<file path="config.mk">
export PLATFORM = sky130hd
export DESIGN_NAME = sdram_mode_shadow
export DESIGN_NICKNAME = d
export VERILOG_FILES = /design/src/rtl/sms_pkg.sv /design/src/rtl/sms_regfile.sv /design/src/rtl/sms_rule_check.sv /design/src/rtl/sms_cmd_issue.sv /design/src/rtl/sdram_mode_shadow.sv
export SDC_FILE = /design/constraint.sdc
export NUM_CORES = 1
export LEC_CHECK = 0
export BUFFER_PORTS_ARGS = -buffer_cell sky130_fd_sc_hd__buf_2
export CAP_MARGIN = 20
export CORE_ASPECT_RATIO = 0.7
export CORE_MARGIN = 5
export CORE_UTILIZATION = 50
export DETAILED_ROUTE_END_ITERATION = 7
export PLACE_DENSITY = 0.76
export SLEW_MARGIN = 20
export SYNTH_ARGS = -nofsm -noshare
export SYNTH_HDL_FRONTEND = slang
export SYNTH_SLANG_ARGS = --single-unit
</file>
<file path="constraint.sdc">
create_clock -name clk -period 1.7 [get_ports clk]
set_input_delay 0.085 -clock clk [delete_from_list [all_inputs] [get_ports clk]]
set_output_delay 0.085 -clock clk [all_outputs]
set_load 0.03 [all_outputs]
</file>
<file path="src/rtl/sms_pkg.sv">
package sms_pkg;

    localparam int VAL_W  = 12;
    localparam int NUM_MR = 4;
    localparam int IDX_W  = $clog2(NUM_MR);

    localparam logic [2:0] BL_FULL_PAGE = 3'b111;
    localparam logic [2:0] BL_EIGHT     = 3'b011;
    localparam logic [2:0] CL_THREE     = 3'b011;

    typedef enum logic [IDX_W-1:0] {
        MR_STD  = 2'd0,
        MR_EXT0 = 2'd1,
        MR_EXT1 = 2'd2,
        MR_EXT2 = 2'd3
    } mr_sel_e;

    typedef enum logic {
        DEV_SDR  = 1'b0,
        DEV_MDDR = 1'b1
    } dev_e;

    typedef struct packed {
        logic [IDX_W-1:0] idx;
        logic [VAL_W-1:0] val;
    } mr_cmd_t;

    function automatic logic [VAL_W-1:0] reserved_mask(mr_sel_e sel);
        logic [VAL_W-1:0] m;
        case (sel)
            MR_STD:  m = 12'hF80;
            MR_EXT0: m = 12'hFFC;
            MR_EXT1: m = 12'hF80;
            default: m = 12'hFFF;
        endcase
        return m;
    endfunction

    function automatic logic rule_violation(mr_sel_e sel, logic [VAL_W-1:0] v, dev_e dev);
        logic bad;
        bad = |(v & reserved_mask(sel));
        if (sel == MR_STD) begin
            if (dev == DEV_SDR)
                bad = bad | (v[2:0] != BL_FULL_PAGE);
            else
                bad = bad | (v[2:0] != BL_EIGHT) | (v[6:4] != CL_THREE);
        end
        return bad;
    endfunction

endpackage

</file>
<file path="src/rtl/sms_regfile.sv">
module sms_regfile
    import sms_pkg::*;
(
    input  logic             clk,
    input  logic             rst,
    input  logic             wr_en,
    input  logic [IDX_W-1:0] wr_idx,
    input  logic [VAL_W-1:0] wr_val,
    input  logic [IDX_W-1:0] rd_idx,
    output logic [VAL_W-1:0] rd_val
);
    logic [VAL_W-1:0] regs [NUM_MR];

    for (genvar g = 0; g < NUM_MR; g++) begin : g_mr
        always_ff @(posedge clk) begin
            if (rst)
                regs[g] <= '0;
            else if (wr_en && wr_idx == IDX_W'(g))
                regs[g] <= wr_val;
        end
    end

    assign rd_val = regs[rd_idx];
endmodule

</file>
<file path="src/rtl/sms_rule_check.sv">
module sms_rule_check
    import sms_pkg::*;
(
    input  logic             clk,
    input  logic             rst,
    input  logic             chk_en,
    input  logic [IDX_W-1:0] chk_idx,
    input  logic [VAL_W-1:0] chk_val,
    input  logic             dev_sel,
    output logic             err_sticky
);
    logic viol;

    always_comb viol = rule_violation(mr_sel_e'(chk_idx), chk_val, dev_e'(dev_sel));

    always_ff @(posedge clk) begin
        if (rst)
            err_sticky <= 1'b0;
        else if (chk_en && viol)
            err_sticky <= 1'b1;
    end
endmodule

</file>
<file path="src/rtl/sms_cmd_issue.sv">
module sms_cmd_issue
    import sms_pkg::*;
(
    input  logic    clk,
    input  logic    rst,
    input  logic    load,
    input  mr_cmd_t load_cmd,
    input  logic    ack,
    output logic    req,
    output mr_cmd_t cmd,
    output logic    idle
);
    always_ff @(posedge clk) begin
        if (rst) begin
            req <= 1'b0;
            cmd <= '0;
        end else if (!req && load) begin
            req <= 1'b1;
            cmd <= load_cmd;
        end else if (req && ack) begin
            req <= 1'b0;
        end
    end

    assign idle = !req;
endmodule

</file>
<file path="src/rtl/sdram_mode_shadow.sv">
module sdram_mode_shadow
    import sms_pkg::*;
(
    input  logic             clk,
    input  logic             rst,
    input  logic             dev_type,
    input  logic             host_wr,
    input  logic [IDX_W-1:0] host_sel,
    input  logic [VAL_W-1:0] host_wdata,
    output logic             host_ready,
    output logic [VAL_W-1:0] host_rdata,
    output logic             cmd_req,
    output logic [IDX_W-1:0] cmd_idx,
    output logic [VAL_W-1:0] cmd_val,
    input  logic             cmd_ack,
    output logic             rule_err
);
    logic    accept;
    logic    idle;
    mr_cmd_t new_cmd;
    mr_cmd_t cur_cmd;

    assign accept  = host_wr && idle;
    assign new_cmd = '{idx: host_sel, val: host_wdata};

    sms_regfile u_regs (
        .clk    (clk),
        .rst    (rst),
        .wr_en  (accept),
        .wr_idx (host_sel),
        .wr_val (host_wdata),
        .rd_idx (host_sel),
        .rd_val (host_rdata)
    );

    sms_rule_check u_rules (
        .clk        (clk),
        .rst        (rst),
        .chk_en     (accept),
        .chk_idx    (host_sel),
        .chk_val    (host_wdata),
        .dev_sel    (dev_type),
        .err_sticky (rule_err)
    );

    sms_cmd_issue u_issue (
        .clk      (clk),
        .rst      (rst),
        .load     (accept),
        .load_cmd (new_cmd),
        .ack      (cmd_ack),
        .req      (cmd_req),
        .cmd      (cur_cmd),
        .idle     (idle)
    );

    assign host_ready = idle;
    assign cmd_idx    = cur_cmd.idx;
    assign cmd_val    = cur_cmd.val;
endmodule

</file>
# After elaboration in Yosys (flattened, before gate mapping)
# Memories as Yosys holds them, arrays and structs flattened.
# Index checks and enable logic that the tools add are counted.
totals:
  ff_bits: 16
  elab_cells: 55
  mem_bits_ro: 0
  output_inout_bits: 29
  inputBits: 19
  mem_count: 1
  latchBits: 0
  ramBits: 48
memory_table:
  columns: ["name", "depth", "word_bits", "rd", "rd_ports_with_merged_regs", "wr", "line_no", "rtl"]
  rows:
  - ["u_regs.regs", 4, 12, 1, 0, 4, "sms_regfile.sv:12", "logic [VAL_W-1:0] regs [NUM_MR];"]
classes:
  n_shift: 0
  n_bitwise: 8
  n_eq_ne: 6
  div_mod_pow: 0
  multipliers: 0
  reduce_logical: 13
  n_addsub: 0
  n_mux: 23
  magnitude_cmp: 0
ops:
  columns: ["op", "count"]
  rows:
  - ["12-bit 2-to-1 mux", 4]
  - ["1-bit 2-to-1 mux", 18]
  - ["7-bit case mux with 2 select lines", 1]
  - ["12-bit AND", 1]
  - ["12-bit OR reduction", 1]
  - ["1-bit logical AND", 8]
  - ["1-bit bitwise OR", 7]
  - ["3-bit by 2-bit inequality test with 1-bit output (second input constant)", 2]
  - ["2-bit equality test (second input constant)", 2]
  - ["3-bit inequality test (second input constant)", 1]
  - ["2-bit by 1-bit equality test with 1-bit output (second input constant)", 1]
  - ["2-bit zero test", 1]
  - ["2-bit nonzero test", 1]
  - ["2-bit OR reduction", 1]
  - ["1-bit zero test", 1]

# Logic depth before layout (Yosys ltp)
depth:
  depth_word: 10
  ltp_mapped: 6

# Cells and area by module
# A second synthesis with hierarchy kept.
hier_totals:
  hier_cells: 219
  area_unflattened_um2: 2949.1
modules_own_cells:
  columns: ["module", "area_each_um2", "cells_each", "instances", "seq_area_each_um2"]
  rows:
  - ["sms_regfile", 2089.5, 137, 1, 1441.4]
  - ["sms_cmd_issue", 732.0, 67, 1, 300.3]
  - ["sms_rule_check", 121.4, 14, 1, 20.0]
  - ["sdram_mode_shadow", 6.3, 1, 1, 0.0]

# Worst setup path before layout
# No wires, ideal clock.
synth_path:
  kind: "register to register"
  start: "reg u_issue.req"
  end: "mem u_regs.regs[2][0] (enable)"
  setup_time_ns: 0.383
  arrival_time_ns: 1.392
  slack_ns: -0.076
  required_ns: 1.317
  stages_incl_launch_ff: 5
  synth_period_minus_slack_ns: 1.776
  path_cell_list: "dfxtp_1 > nor2b_1 > buf_4 > nand2_4 > o21bai_1"
synth_lines:
  columns: ["element", "line_no", "rtl"]
  rows:
  - ["from (decl)", "sms_cmd_issue.sv:9", "output logic req,"]
  - ["from (signal assigned)", "sms_cmd_issue.sv:15", "req <= 1'b0;"]
  - ["from (signal assigned)", "sms_cmd_issue.sv:18", "req <= 1'b1;"]
  - ["from (signal assigned)", "sms_cmd_issue.sv:21", "req <= 1'b0;"]
  - ["to (decl)", "sms_regfile.sv:12", null]

==> results summary <==
The share of the cycle needed by the critical path after routing came out at 90.6%. In the synthesized netlist the dominant register cell turns out to be edfxtp_1. TritonCTS built the clock tree. The portion of the post-synthesis area used by sequential elements came out at between 60% and 70%.

The path type of the worst setup path is reg2reg. The fraction of synthesis flops using an asynchronous set or reset pin is 0%. The number of storage elements in the synthesis netlist came out at 64. The core area is 5370 um2.

The overall die area came out at 7270 um2. The half-perimeter wire length of the detailed placement result is 4050 um. The post-synthesis instance area is approximately 2800 um2.

For this design the ratio of total power to cell area is 996 nW/um2. The minimum clock period came out at roughly 1.5 ns. On the final layout, the worst clock skew is between 0.004 and 0.005 ns. The insertion delay of the later-clocked pin in the worst-skew pair came out at 0.34 ns. The maximum clock insertion buffer count is 2. The number of antenna violations at the first check in global routing came out at 0.

The sink count of the clock tree came out at 64. By area the synthesized netlist is led by edfxtp_1 (51%), dfxtp_1 (11%), and2_1 (11%). The total CTS buffers came out at 9. Measured along the x axis, the die boundary spans around 100 um.

The number of search-and-repair iterations in the first detailed-routing pass is 4. The standard-cell row count came out at 22. The average detailed-routed wire length per instance came out at around 18 um. The maximum fanout encountered on the critical timing path is 12.

The detail-routed via count per cell came out at 5.29. The leakage power is 1.33 nW. The flow ran to the end, and the final reports show no timing, DRC or antenna violations. Wires add up to 6040 um. The overall power after layout came out at about 3.3 mW. The layout overhead on the synthesized area is 17.6%. The final-report setup violation count is 0.

The worst-margin pin slew is 0.606 ns. After the flow finishes, the layout carries non-filler instances totaling around 340. The total routing usage reported by global routing is a little under a fifth. Entering global routing, the biggest net connects 25 pins. Of the post-synthesis cell area, the dominant cell type holds 51.1%. The worst min-delay path class is in2reg. The die extent in y came out at 72.9 um.

The synthesized instance count came out at around 210. The worst path required time is approximately 1.7 ns. The worst hold path was traced through 3 stages. The number of warning messages in the yosys log came out at 0. The largest vdd supply drop came out at roughly 0.49 mV. The fill cell total of the finished layout is roughly 440. Hold timing on the final database bottoms out at a slack of 0.0332 ns. The number of distinct library cells after synthesis came out at 31.

The number of enable flip-flop cells after synthesis came out at 48. The top cell types in the final layout, fill and taps aside, are and2_1 (48), edfxtp_1 (48), buf_2 (47). For the worst flop-to-flop path, the logic depth is 3. Dividing the synthesized area by the synthesized cell count gives between 10 and 15 um2. For this run the aggregate overflow at the end of global routing stands at 0. The number of placed instances, taps included, is 322. After the last flow step, the layout net total stands at between 200 and 300. The count of endpoints failing hold in the final timing report came to 0. The clock transition at the register clock pins on the worst setup and hold paths after CTS came out at about 0.060 ns.

The initial cell density of the core came out at between 50% and 60%. The sum of negative setup slack came out at 0 ns. The total number of vias came out at 1793. The most area-hungry cell type in the Yosys netlist is edfxtp_1. The number of DRC violations after detailed-routing iteration 0 is 96. The maximum achievable frequency is roughly 650 MHz.

During placement, the flow inserted port buffers numbering 47. The critical path arrival came out at roughly 1.5 ns. The kind of end point of the critical path is a flip-flop. The post-route netlist has 33.7% of its cells at a drive strength greater than 1. The final weighted congestion of routability-driven global placement is about 0.75. The top-level I/O count is 48. The first global-routing pass estimated 9730 um of wire. The antenna cell count came out at 0. The max-capacitance violation count is 0. The net count after synthesis is 227. The total DRC errors in the routed layout is 0.

The number of max-slew violations in the final report is 0. The worst setup path is launched from a flip-flop. The headroom to the max-slew limit is between 50 and 60%. The tree is rooted in a clkbuf_8. The via count of the first global-routing pass came out at 1845.

The count of nets left with antenna violations after detail routing came out at 0. The clock tree synthesis step divided the H-tree into 3 levels. Setup repair after global routing left no endpoint under its margin.
-- per-stage QoR --
stage	setup WS (ns)	cell area, um2	utilization (%)
after floorplan	0.167	2830	-
after global placement	0.120	3130	58.4
after detailed placement	0.0602	3130	58.4
after CTS	0.0473	3300	61.4
after global routing	0.0671	3320	61.8
final	0.160	3320	61.8
-- sequential cells by signal (all words and copies together) (netlist names) --
register            cells
u_issue.cmd            14
u_issue.req             1
u_regs.regs            48
u_rules.err_sticky      1
-- final cells by class --
| class | instances | area (um2) | area share, % |
|---|---|---|---|
| inverters | 1 | 3.75 | 0.113 |
| clock buffers | 10 | 128 | 3.84 |
| repair buffers | 58 | 333 | 10.0 |
| multi-input cells | 129 | 978 | 29.5 |
| clock inverters | 5 | 25.0 | 0.754 |
| flip-flops and latches | 64 | 1760 | 53.1 |
| well taps | 72 | 90.1 | 2.71 |
-- path summary, 6_finish.rpt --
check	to	startpoint	slack (ns)
min reg2reg	u_issue.cmd[8]	u_issue.cmd[8]	0.45
min	u_issue.cmd[8]	host_wdata[8]	0.03
max reg2reg	u_regs.regs[1][5]	u_issue.req	0.16
max	u_regs.regs[1][5]	u_issue.req	0.16
-- timing repair --
action / in CTS / in global routing
gates resized for setup: 0 / 2
endpoints found under the setup margin: 0 / 28
hold buffers: 1 / 0
endpoints found under the hold margin: 1 / 0
setup buffers: 0 / 1
-- synthesized netlist by cell type, drive strengths merged (2+ instances only) --
cell type,instances
nor2b,2
nor2,3
clkbuf,4
edfxtp,48
and2,48
buf,10
nand2,30
a21oi,15
mux4,12
o21ai,2
dfxtp,16
nand2b,2
nor3,4
-- critical path: stages, from the launching register on --
cell and delay (ns):
dfxtp_1 0.34, nand2b_1 0.20, nor2_1 0.11, a21o_1 0.52
-- report_power, final --
| part | total (mW) | switching (mW) | internal, mW |
|---|---|---|---|
| logic | 0.450 | 0.292 | 0.157 |
| registers | 1.80 | 0.0313 | 1.77 |
| clock network | 1.06 | 0.551 | 0.505 |
| total | 3.31 | 0.875 | 2.43 |
-- routing by layer --
layer  global-route usage [%]  vias to the layer above  part of all wire (%)
met5                        0                        -                     0
met4                     6.06                        0                  0.66
met1                     25.3                      864                    44
met3                     7.35                        7                    11
li1                         -                      849                     -
met2                     26.1                       73                    44
-- cell families after synthesis --
| kind of cell | share of synthesized area (%) |
|---|---|
| simple gates | 20.0 |
| buf+inv | 3.55 |
| flops | 62.4 |
| mux | 9.58 |
| compound gates | 4.48 |
Note: power is estimated with default switching activity, not from simulation.
